## src/rtl/pbsram_pkg.sv

```systemverilog
package pbsram_pkg;

    localparam int BEAT_W    = 2;
    localparam int BURST_LEN = 1 << BEAT_W;

    typedef enum logic [1:0] {
        OP_NONE  = 2'd0,
        OP_READ  = 2'd1,
        OP_WRITE = 2'd2
    } op_e;

    typedef enum logic [2:0] {
        ACT_IDLE  = 3'd0,
        ACT_DESEL = 3'd1,
        ACT_START = 3'd2,
        ACT_CONT  = 3'd3,
        ACT_HOLD  = 3'd4
    } act_e;

    // low address bits of beat n for a burst that began at offset lo
    function automatic logic [BEAT_W-1:0] beat_ofs(
        input logic [BEAT_W-1:0] lo,
        input logic [BEAT_W-1:0] n,
        input logic              ilv
    );
        return ilv ? (lo ^ n) : (lo + n);
    endfunction

endpackage

```

## src/rtl/pbsram_lane_dec.sv

```systemverilog
module pbsram_lane_dec #(
    parameter int LANES = 4
) (
    input  logic             wr_all_n,
    input  logic             lane_wr_en_n,
    input  logic [LANES-1:0] lane_sel_n,
    output logic [LANES-1:0] lane_we
);

    for (genvar g = 0; g < LANES; g++) begin : g_lane
        assign lane_we[g] = !wr_all_n || (!lane_wr_en_n && !lane_sel_n[g]);
    end

endmodule

```

## src/rtl/pbsram_burst_seq.sv

```systemverilog
module pbsram_burst_seq
    import pbsram_pkg::*;
#(
    parameter int ADDR_W = 4
) (
    input  logic              clk,
    input  logic              rst_n,
    input  logic              start_i,
    input  logic              adv_i,
    input  logic              order_i,
    input  logic [ADDR_W-1:0] addr_i,
    output logic [ADDR_W-1:0] addr_o
);

    localparam int HI_W = ADDR_W - BEAT_W;

    typedef struct packed {
        logic [ADDR_W-1:0] base;
        logic [BEAT_W-1:0] cnt;
    } seq_t;

    seq_t s_d, s_q;
    logic [BEAT_W-1:0] beat;

    always_comb begin
        s_d  = s_q;
        beat = adv_i ? s_q.cnt + 1'b1 : s_q.cnt;
        if (start_i) begin
            s_d.base = addr_i;
            s_d.cnt  = '0;
            addr_o   = addr_i;
        end else begin
            s_d.cnt = beat;
            addr_o  = {s_q.base[ADDR_W-1 -: HI_W],
                       beat_ofs(s_q.base[BEAT_W-1:0], beat, order_i)};
        end
    end

    always_ff @(posedge clk or negedge rst_n) begin
        if (!rst_n) s_q <= '0;
        else        s_q <= s_d;
    end

endmodule

```

## src/rtl/pbsram_array.sv

```systemverilog
module pbsram_array #(
    parameter int ADDR_W = 4,
    parameter int LANES  = 4,
    parameter int LANE_W = 8
) (
    input  logic                    clk,
    input  logic [LANES-1:0]        we,
    input  logic [ADDR_W-1:0]       addr,
    input  logic [LANES*LANE_W-1:0] wd,
    output logic [LANES*LANE_W-1:0] rd
);

    localparam int DEPTH = 1 << ADDR_W;

    for (genvar g = 0; g < LANES; g++) begin : g_lane
        logic [LANE_W-1:0] mem [DEPTH];

        always_ff @(posedge clk) begin
            if (we[g]) mem[addr] <= wd[g*LANE_W +: LANE_W];
        end

        assign rd[g*LANE_W +: LANE_W] = mem[addr];
    end

endmodule

```

## src/rtl/pbsram_ctrl.sv

```systemverilog
module pbsram_ctrl
    import pbsram_pkg::*;
#(
    parameter int ADDR_W = 4,
    parameter int LANES  = 4,
    parameter int DATA_W = 32
) (
    input  logic              clk,
    input  logic              rst_n,
    input  logic [ADDR_W-1:0] addr,
    input  logic              en_a_n,
    input  logic              en_b,
    input  logic              en_c_n,
    input  logic              cpu_strb_n,
    input  logic              ctl_strb_n,
    input  logic              step_n,
    input  logic              wr_all_n,
    input  logic              lane_wr_en_n,
    input  logic [LANES-1:0]  lane_sel_n,
    input  logic [DATA_W-1:0] wr_data,
    input  logic              order_sel,
    input  logic              out_en_n,
    input  logic              doze,
    output logic [DATA_W-1:0] rd_data,
    output logic              rd_drive
);

    localparam int LANE_W = DATA_W / LANES;
    localparam int ZZ_LAT = 2;

    typedef struct packed {
        op_e               op;
        logic [ADDR_W-1:0] addr;
        logic [LANES-1:0]  be;
        logic [DATA_W-1:0] wd;
    } stage_t;

    typedef struct packed {
        stage_t            s1;
        logic              rd;
        logic [DATA_W-1:0] dout;
        logic              burst;
        op_e               dir;
        logic [ZZ_LAT-1:0] zz;
    } regs_t;

    regs_t r_d, r_q;

    logic [LANES-1:0]  lane_we;
    logic [ADDR_W-1:0] seq_addr;
    logic [DATA_W-1:0] arr_rd;
    logic [LANES-1:0]  arr_we;
    logic              blk;
    logic              ens_ok;
    logic              start_wr;
    act_e              act;

    pbsram_lane_dec #(.LANES(LANES)) u_dec (
        .wr_all_n    (wr_all_n),
        .lane_wr_en_n(lane_wr_en_n),
        .lane_sel_n  (lane_sel_n),
        .lane_we     (lane_we)
    );

    // cycle decision from the strobes, enables and the snooze gate
    always_comb begin
        blk      = r_q.zz[ZZ_LAT-1];
        ens_ok   = en_b && !en_c_n;
        act      = ACT_IDLE;
        start_wr = 1'b0;
        if (blk) begin
            act = ACT_DESEL;
        end else if (!cpu_strb_n && !en_a_n) begin
            act = ens_ok ? ACT_START : ACT_DESEL;
        end else if (!ctl_strb_n) begin
            act      = (ens_ok && !en_a_n) ? ACT_START : ACT_DESEL;
            start_wr = |lane_we;
        end else if (r_q.burst) begin
            act = step_n ? ACT_HOLD : ACT_CONT;
        end
    end

    pbsram_burst_seq #(.ADDR_W(ADDR_W)) u_seq (
        .clk    (clk),
        .rst_n  (rst_n),
        .start_i(act == ACT_START),
        .adv_i  (act == ACT_CONT),
        .order_i(order_sel),
        .addr_i (addr),
        .addr_o (seq_addr)
    );

    assign arr_we = (r_q.s1.op == OP_WRITE) ? r_q.s1.be : '0;

    pbsram_array #(.ADDR_W(ADDR_W), .LANES(LANES), .LANE_W(LANE_W)) u_arr (
        .clk (clk),
        .we  (arr_we),
        .addr(r_q.s1.addr),
        .wd  (r_q.s1.wd),
        .rd  (arr_rd)
    );

    always_comb begin
        r_d         = r_q;
        r_d.s1.addr = seq_addr;
        r_d.s1.be   = lane_we;
        r_d.s1.wd   = wr_data;
        unique case (act)
            ACT_START: begin
                r_d.s1.op = start_wr ? OP_WRITE : OP_READ;
                r_d.dir   = start_wr ? OP_WRITE : OP_READ;
                r_d.burst = 1'b1;
            end
            ACT_CONT, ACT_HOLD: r_d.s1.op = r_q.dir;
            ACT_DESEL: begin
                r_d.s1.op = OP_NONE;
                r_d.burst = 1'b0;
            end
            default: r_d.s1.op = OP_NONE;
        endcase
        r_d.rd = (r_q.s1.op == OP_READ);
        if (r_d.rd) r_d.dout = arr_rd;
        r_d.zz = {r_q.zz[ZZ_LAT-2:0], doze};
    end

    always_ff @(posedge clk or negedge rst_n) begin
        if (!rst_n) r_q <= '0;
        else        r_q <= r_d;
    end

    assign rd_drive = r_q.rd && !out_en_n && !blk;
    assign rd_data  = rd_drive ? r_q.dout : '0;

endmodule

```

## config.mk

```make
export PLATFORM = sky130hd
export DESIGN_NAME = pbsram_ctrl
export DESIGN_NICKNAME = d
export VERILOG_FILES = /design/src/rtl/pbsram_pkg.sv /design/src/rtl/pbsram_lane_dec.sv /design/src/rtl/pbsram_burst_seq.sv /design/src/rtl/pbsram_array.sv /design/src/rtl/pbsram_ctrl.sv
export SDC_FILE = /design/constraint.sdc
export NUM_CORES = 1
export LEC_CHECK = 0
export BUFFER_PORTS_ARGS = -buffer_cell sky130_fd_sc_hd__clkbuf_2
export CORE_MARGIN = 4
export CORE_UTILIZATION = 65
export CTS_CLUSTER_SIZE = 40
export DETAILED_ROUTE_END_ITERATION = 10
export MAX_ROUTING_LAYER = met4
export PLACE_DENSITY = 0.87
export SLEW_MARGIN = 25
export SYNTH_ARGS = -nofsm -noshare
export SYNTH_HDL_FRONTEND = slang
export SYNTH_HIERARCHICAL = 1
export SYNTH_SLANG_ARGS = --single-unit
export TNS_END_PERCENT = 5
```

## constraint.sdc

```tcl
create_clock -name clk -period 6.1 [get_ports clk]
set_input_delay 0 -clock clk [delete_from_list [all_inputs] [get_ports clk]]
set_output_delay 0 -clock clk [all_outputs]
set_load 0.02 [all_outputs]
```

# [Word-level counts from Yosys, hierarchy flattened]
# Memories as Yosys holds them, arrays and structs flattened. A register that Yosys moved wholly into a read port is not among the register bits.
# Cells that the tools add are included.
[totals] regBits=54 ramBits=512 inputBits=53 out_inout_bits=33 mem_count=4
[mem_list] name="u_arr.g_lane[0].mem" depth=16 word_bits=8 read_ports=1 rd_ports_with_merged_regs=1 wr=1 line_no="pbsram_array.sv:16" text="logic [LANE_W-1:0] mem [DEPTH];"
[mem_list] name="u_arr.g_lane[1].mem" depth=16 word_bits=8 read_ports=1 rd_ports_with_merged_regs=1 wr=1 line_no="pbsram_array.sv:16"
[mem_list] name="u_arr.g_lane[2].mem" depth=16 word_bits=8 read_ports=1 rd_ports_with_merged_regs=1 wr=1 line_no="pbsram_array.sv:16"
[mem_list] name="u_arr.g_lane[3].mem" depth=16 word_bits=8 read_ports=1 rd_ports_with_merged_regs=1 wr=1 line_no="pbsram_array.sv:16"
[classes] n_addsub=2 n_eq_ne=6 n_mux=27 bitwise_logic=1 reduce_logical=31
[ops] op="$mux W32" count=1
[ops] op="$logic_not A1 Y1" count=15
[ops] op="$mux W3" count=5
[ops] op="$mux W2" count=6
[ops] op="$mux W1" count=11
[ops] op="$logic_and A1 B1 Y1" count=9
[ops] op="$mux W4" count=2
[ops] op="$eq A3 B2 Y1 const B" count=2
[ops] op="$logic_or A1 B1 Y1" count=4
[ops] op="$pmux W2 S2" count=1
[ops] op="$reduce_or A4 Y1" count=1
[ops] op="$eq A3 B1 Y1 const B" count=1
[ops] op="$eq A3 B3 Y1 const B" count=1
[ops] op="$add A2 B1 Y2 const B" count=1
[ops] op="$add A2 B2 Y2" count=1
[ops] op="$eq A2 B1 Y1 const B" count=1
[ops] op="$eq A2 B2 Y1 const B" count=1
[ops] op="$pmux W1 S2" count=1
[ops] op="$reduce_bool A2 Y1" count=1
[ops] op="$reduce_or A2 Y1" count=1
[ops] op="$xor A2 B2 Y2" count=1

# [Depth between registers and ports, before layout]
[logic_depth] depth_word=12 ltp_mapped=9 depth_no_buf=9

# [Hierarchy]
# Netlist, hierarchy kept.
[by_module_without_submodules] mod="pbsram_array" n_inst=1 cells_per_inst=879 area_each_um2=19484.9 seq_area_each_um2=15374.7
[by_module_without_submodules] mod="pbsram_ctrl" n_inst=1 cells_per_inst=174 area_each_um2=2757.6 seq_area_each_um2=2001.9
[by_module_without_submodules] mod="pbsram_burst_seq" n_inst=1 cells_per_inst=25 area_each_um2=314.1 seq_area_each_um2=150.1
[by_module_without_submodules] mod="pbsram_lane_dec" n_inst=1 cells_per_inst=4 area_each_um2=20.0 seq_area_each_um2=0.0

# [Least setup slack after synthesis]
# OpenSTA, ideal clock, no wires.
[synth_path] path_type="reg2reg" startpoint="register r_q (netlist bit blk)" endpoint="register r_q[75] (netlist bit)" setup_ns=0.125 arrival_time_ns=1.806 required_time_ns=5.975 slack_ns=4.169 path_stages_with_launch=10 path_cell_list="dfrtp_1 -> o21ba_1 -> nand3_1 -> nor2_1 -> xor2_1 -> ha_1 -> nand2b_4 -> xnor2_2 -> xnor2_1 -> mux2_2"
[synth_lines] element="start, declared" line_no="pbsram_ctrl.sv:47" text="regs_t r_d, r_q;"
[synth_lines] element="start signal, assigned" line_no="pbsram_ctrl.sv:128" text="else r_q <= r_d;"

==> impl_metrics.csv <==
group,metric,value,unit
die,rows,67,
synthesis,synthAdderAreaFrac,0.0005542,
grt,grt_max_degree,78,
sta,hold_viol,0,
synthesis,yosys.area_share.xor_xnor,0.002217,
sta,slew_headroom,0.2414,
layout,syn_to_final_growth,14.52,%
die,start_util,0.6666,
critical_path,path_class,"flop to flop",
sta,rsz0062_at_grt,"no",
layout,drive_gt1_frac,0.2563,
power,switchingPower,2.377,mW
power,peakVddDrop,0.2772,mV
synthesis,yosys_warnings,6,
synthesis,syn_inst,1082,
power,p_leak,8.774,nW
drt,drt-total-wl,53540,µm
synthesis,synth_cell_type_count,39,
grt,antenna_found_initial,0,
power,finalPower,9.708,mW
worst_hold_path,min_path_type,"input port to flop",
critical_path,arrival,3630,ps
power,powerDensity,375.5,mW/mm²
die,die_w,194.4,µm
sta,finalWorstSetupSlack,2940,ps
run,drv_cap,0,
status,status,"finished, final reports clean",
place,placed_area,0.02339,mm²
grt,grtUsageTotal,0.2974,
clock_network,cts_root_buf,"clkbuf_16",
die,io_pins,86,
synthesis,syn_area_per_cell,20.87,µm²
power,p_sw_frac,0.2449,
drt,wl_per_cell,30.98,µm
critical_path,endpoint_kind,"flop",
synthesis,synth-simple-area-share,0.03652,
power,p_seq_frac,0.490,
critical_path,worstPathMaxFanout,43,
die,die-area,0.03778,mm²
synthesis,synth_area,0.02258,mm²
critical_path,critPathLaunchType,"flop",
layout,num_antenna_cells,0,
clock_network,clkSlewWorstSetupHoldPaths,70,ps
sta,fin_crit,3160,ps
power,p_comb_frac,0.143,
place,place.port_buffers,85,
synthesis,synth_largest_area_cell,"edfxtp_1",
place,globalplace.congestion,0.8114,
sta,skew,23.14,ps
sta,tightest_slew,1134,ps
drt,postRouteAntennaNets,0,
synthesis,synth_top_family_by_area,"multiplexers",
die,die_h,194.4,µm
synthesis,synthMuxAreaShare,0.1456,
critical_path,required,6570,ps
sta,finalSetupViolations,0,
sta,whs,49.57,ps
clock_network,clock-sinks,598,
power,pwr-share-clk,0.367,
synthesis,synth_top_area_frac,0.6810,
layout,final_nets,1289,
power,intPower,7.331,mW
clock_network,cts_inserted_buffers,55,
clock_network,clkLatencyLatePin,590,ps
grt,grt_pass1_wl,81040,µm
drt,firstDrtPassIters,6,
sta,max_freq,316.4,MHz
place,hpwl,28250,µm
grt,gr-total-overflow,0,
drt,drc,0,
sta,fin_tns_setup,0,ps
clock_network,cts_buffer_depth,3,
drt,routed-via-count,11830,
clock_network,cts_resized,0,
sta,fin_crit_sh,0.5181,
drt,post_drt_via_cell_ratio,6.848,
clock_network,cts_tree,"done",
synthesis,synth_area_leaders,"edfxtp_1, mux4_2, dfrtp_1",
drt,drt_iter0_markers,1679,
critical_path,rrSetupSlack,2940,ps
place,place_ws,2888,ps
grt,grt_pass1_vias,12680,
sta,slew_violations,0,
layout,design_area,0.02585,mm²
synthesis,yosys_register_bits,598,
synthesis,synth_nets,1136,
synthesis,synth-compound-area-share,0.02499,
die,design.core.area,0.03387,mm²
clock_network,htree_num_levels,2,
synthesis,ys_seq_area_frac,0.7763,
[flip-flops by register name, summed over array words and instances, names as in the netlist]
signal	flops
u_seq/s_q	6
r_d	1
u_arr/g_lane.mem	512
r_q	78
blk	1
[path summary, 6_finish.rpt]
kind,start,end,cells after the start
worst max-delay path,r_q[74],r_q[28],5
worst min-delay path,wr_data[30],r_q[68],2
worst max register to register,r_q[74],r_q[28],5
worst min register to register,r_d[1],blk,0
max in group asynchronous,rst_n,r_q[75],4
min in group asynchronous,rst_n,r_q[8],3
[cell usage after synthesis]
library cell and instances:
a21o_1 2, a21oi_1 1, a22oi_1 64, a41o_1 1, and2_1 37, buf_2 17, buf_4 1, buf_6 6
clkbuf_1 36, dfrtp_1 86, edfxtp_1 512, ha_1 1, inv_1 3, inv_2 1, mux2_1 32, mux2_2 4
mux4_2 128, nand2_1 47, nand2_2 1, nand2b_1 2, nand2b_4 1, nand3_1 5, nor2_1 68, nor2b_1 7
nor3_1 1, nor3b_1 1, nor4_1 1, nor4_4 1, o21ai_0 2, o21ai_1 4, o21ba_1 1, o21bai_1 1
o22ai_1 1, or2_1 1, or4b_4 1, xnor2_1 1, xnor2_2 1, xor2_1 1, xor2_2 1
[through the flow]
step / cells / utilization
after floorplan: 1082 / -
after global placement: 1567 / 0.6906
after detailed placement: 1567 / 0.6906
after CTS: 1728 / 0.7629
after global routing: 1728 / 0.7634
final: 1728 / 0.7634
[cell families after synthesis]
group           after synthesis
flops                       598
simple gates                174
mux                         164
compound gates               77
buf+inv                      64
xor+xnor                      4
fa+ha+maj                     1
[routing by layer]
metal  track usage  routed length, µm  vias up
li1              -                  -     4662
met1        0.3854              18570     6099
met4       0.09609               1897        0
met3       0.06977               5521      172
met5             -                  0        -
met2        0.4799              27550      900
[area by class of cell]
type / instances / area, µm²
Tap cell: 448 / 560.5
Clock buffer: 76 / 1528
Fill cell: 1685 / 8013
Clock inverter: 26 / 327.8
Sequential cell: 598 / 17530
Multi-Input combinational cell: 420 / 4777
Timing Repair Buffer: 156 / 1112
Inverter: 4 / 15.01
[power groups by stage]
stage	Combinational, mW	Clock, mW	Sequential, mW
2_1_floorplan	1.07	0	4.72
3_3_place_gp	1.25	0	4.82
3_5_place_dp	1.30	0	4.84
4_1_cts	1.37	3.58	4.76
5_1_grt	1.47	3.79	4.79
6_report	1.39	3.56	4.76
[worst max-delay path, cell delays in order (launching register included)]
cell and delay, ps:
dfrtp_4 930, buf_4 780, mux4_2 610, a22oi_1 200
nand2_1 100, mux2_1 340
[timing repair]
item,in CTS,in global routing
setup buffers,0,0
endpoints found under the hold margin,90,0
hold buffers,59,0
[cells in the final DEF, fill, tap and decap left out, types with 4 or more instances in the layout]
master	instances
dfrtp_1	84
nor2_2	8
nor2_1	60
clkbuf_16	57
mux4_2	128
clkbuf_1	16
edfxtp_1	512
nor2b_1	4
clkbuf_2	84
nand2_1	47
dlygate4sd3_1	59
clkinv_2	8
a22oi_1	64
and2_1	37
mux2_2	4
o21ai_1	4
mux2_1	32
bufinv_16	8
nand3_1	5
clkinv_1	8
buf_4	12
Note: power is estimated with default switching activity, not from simulation.
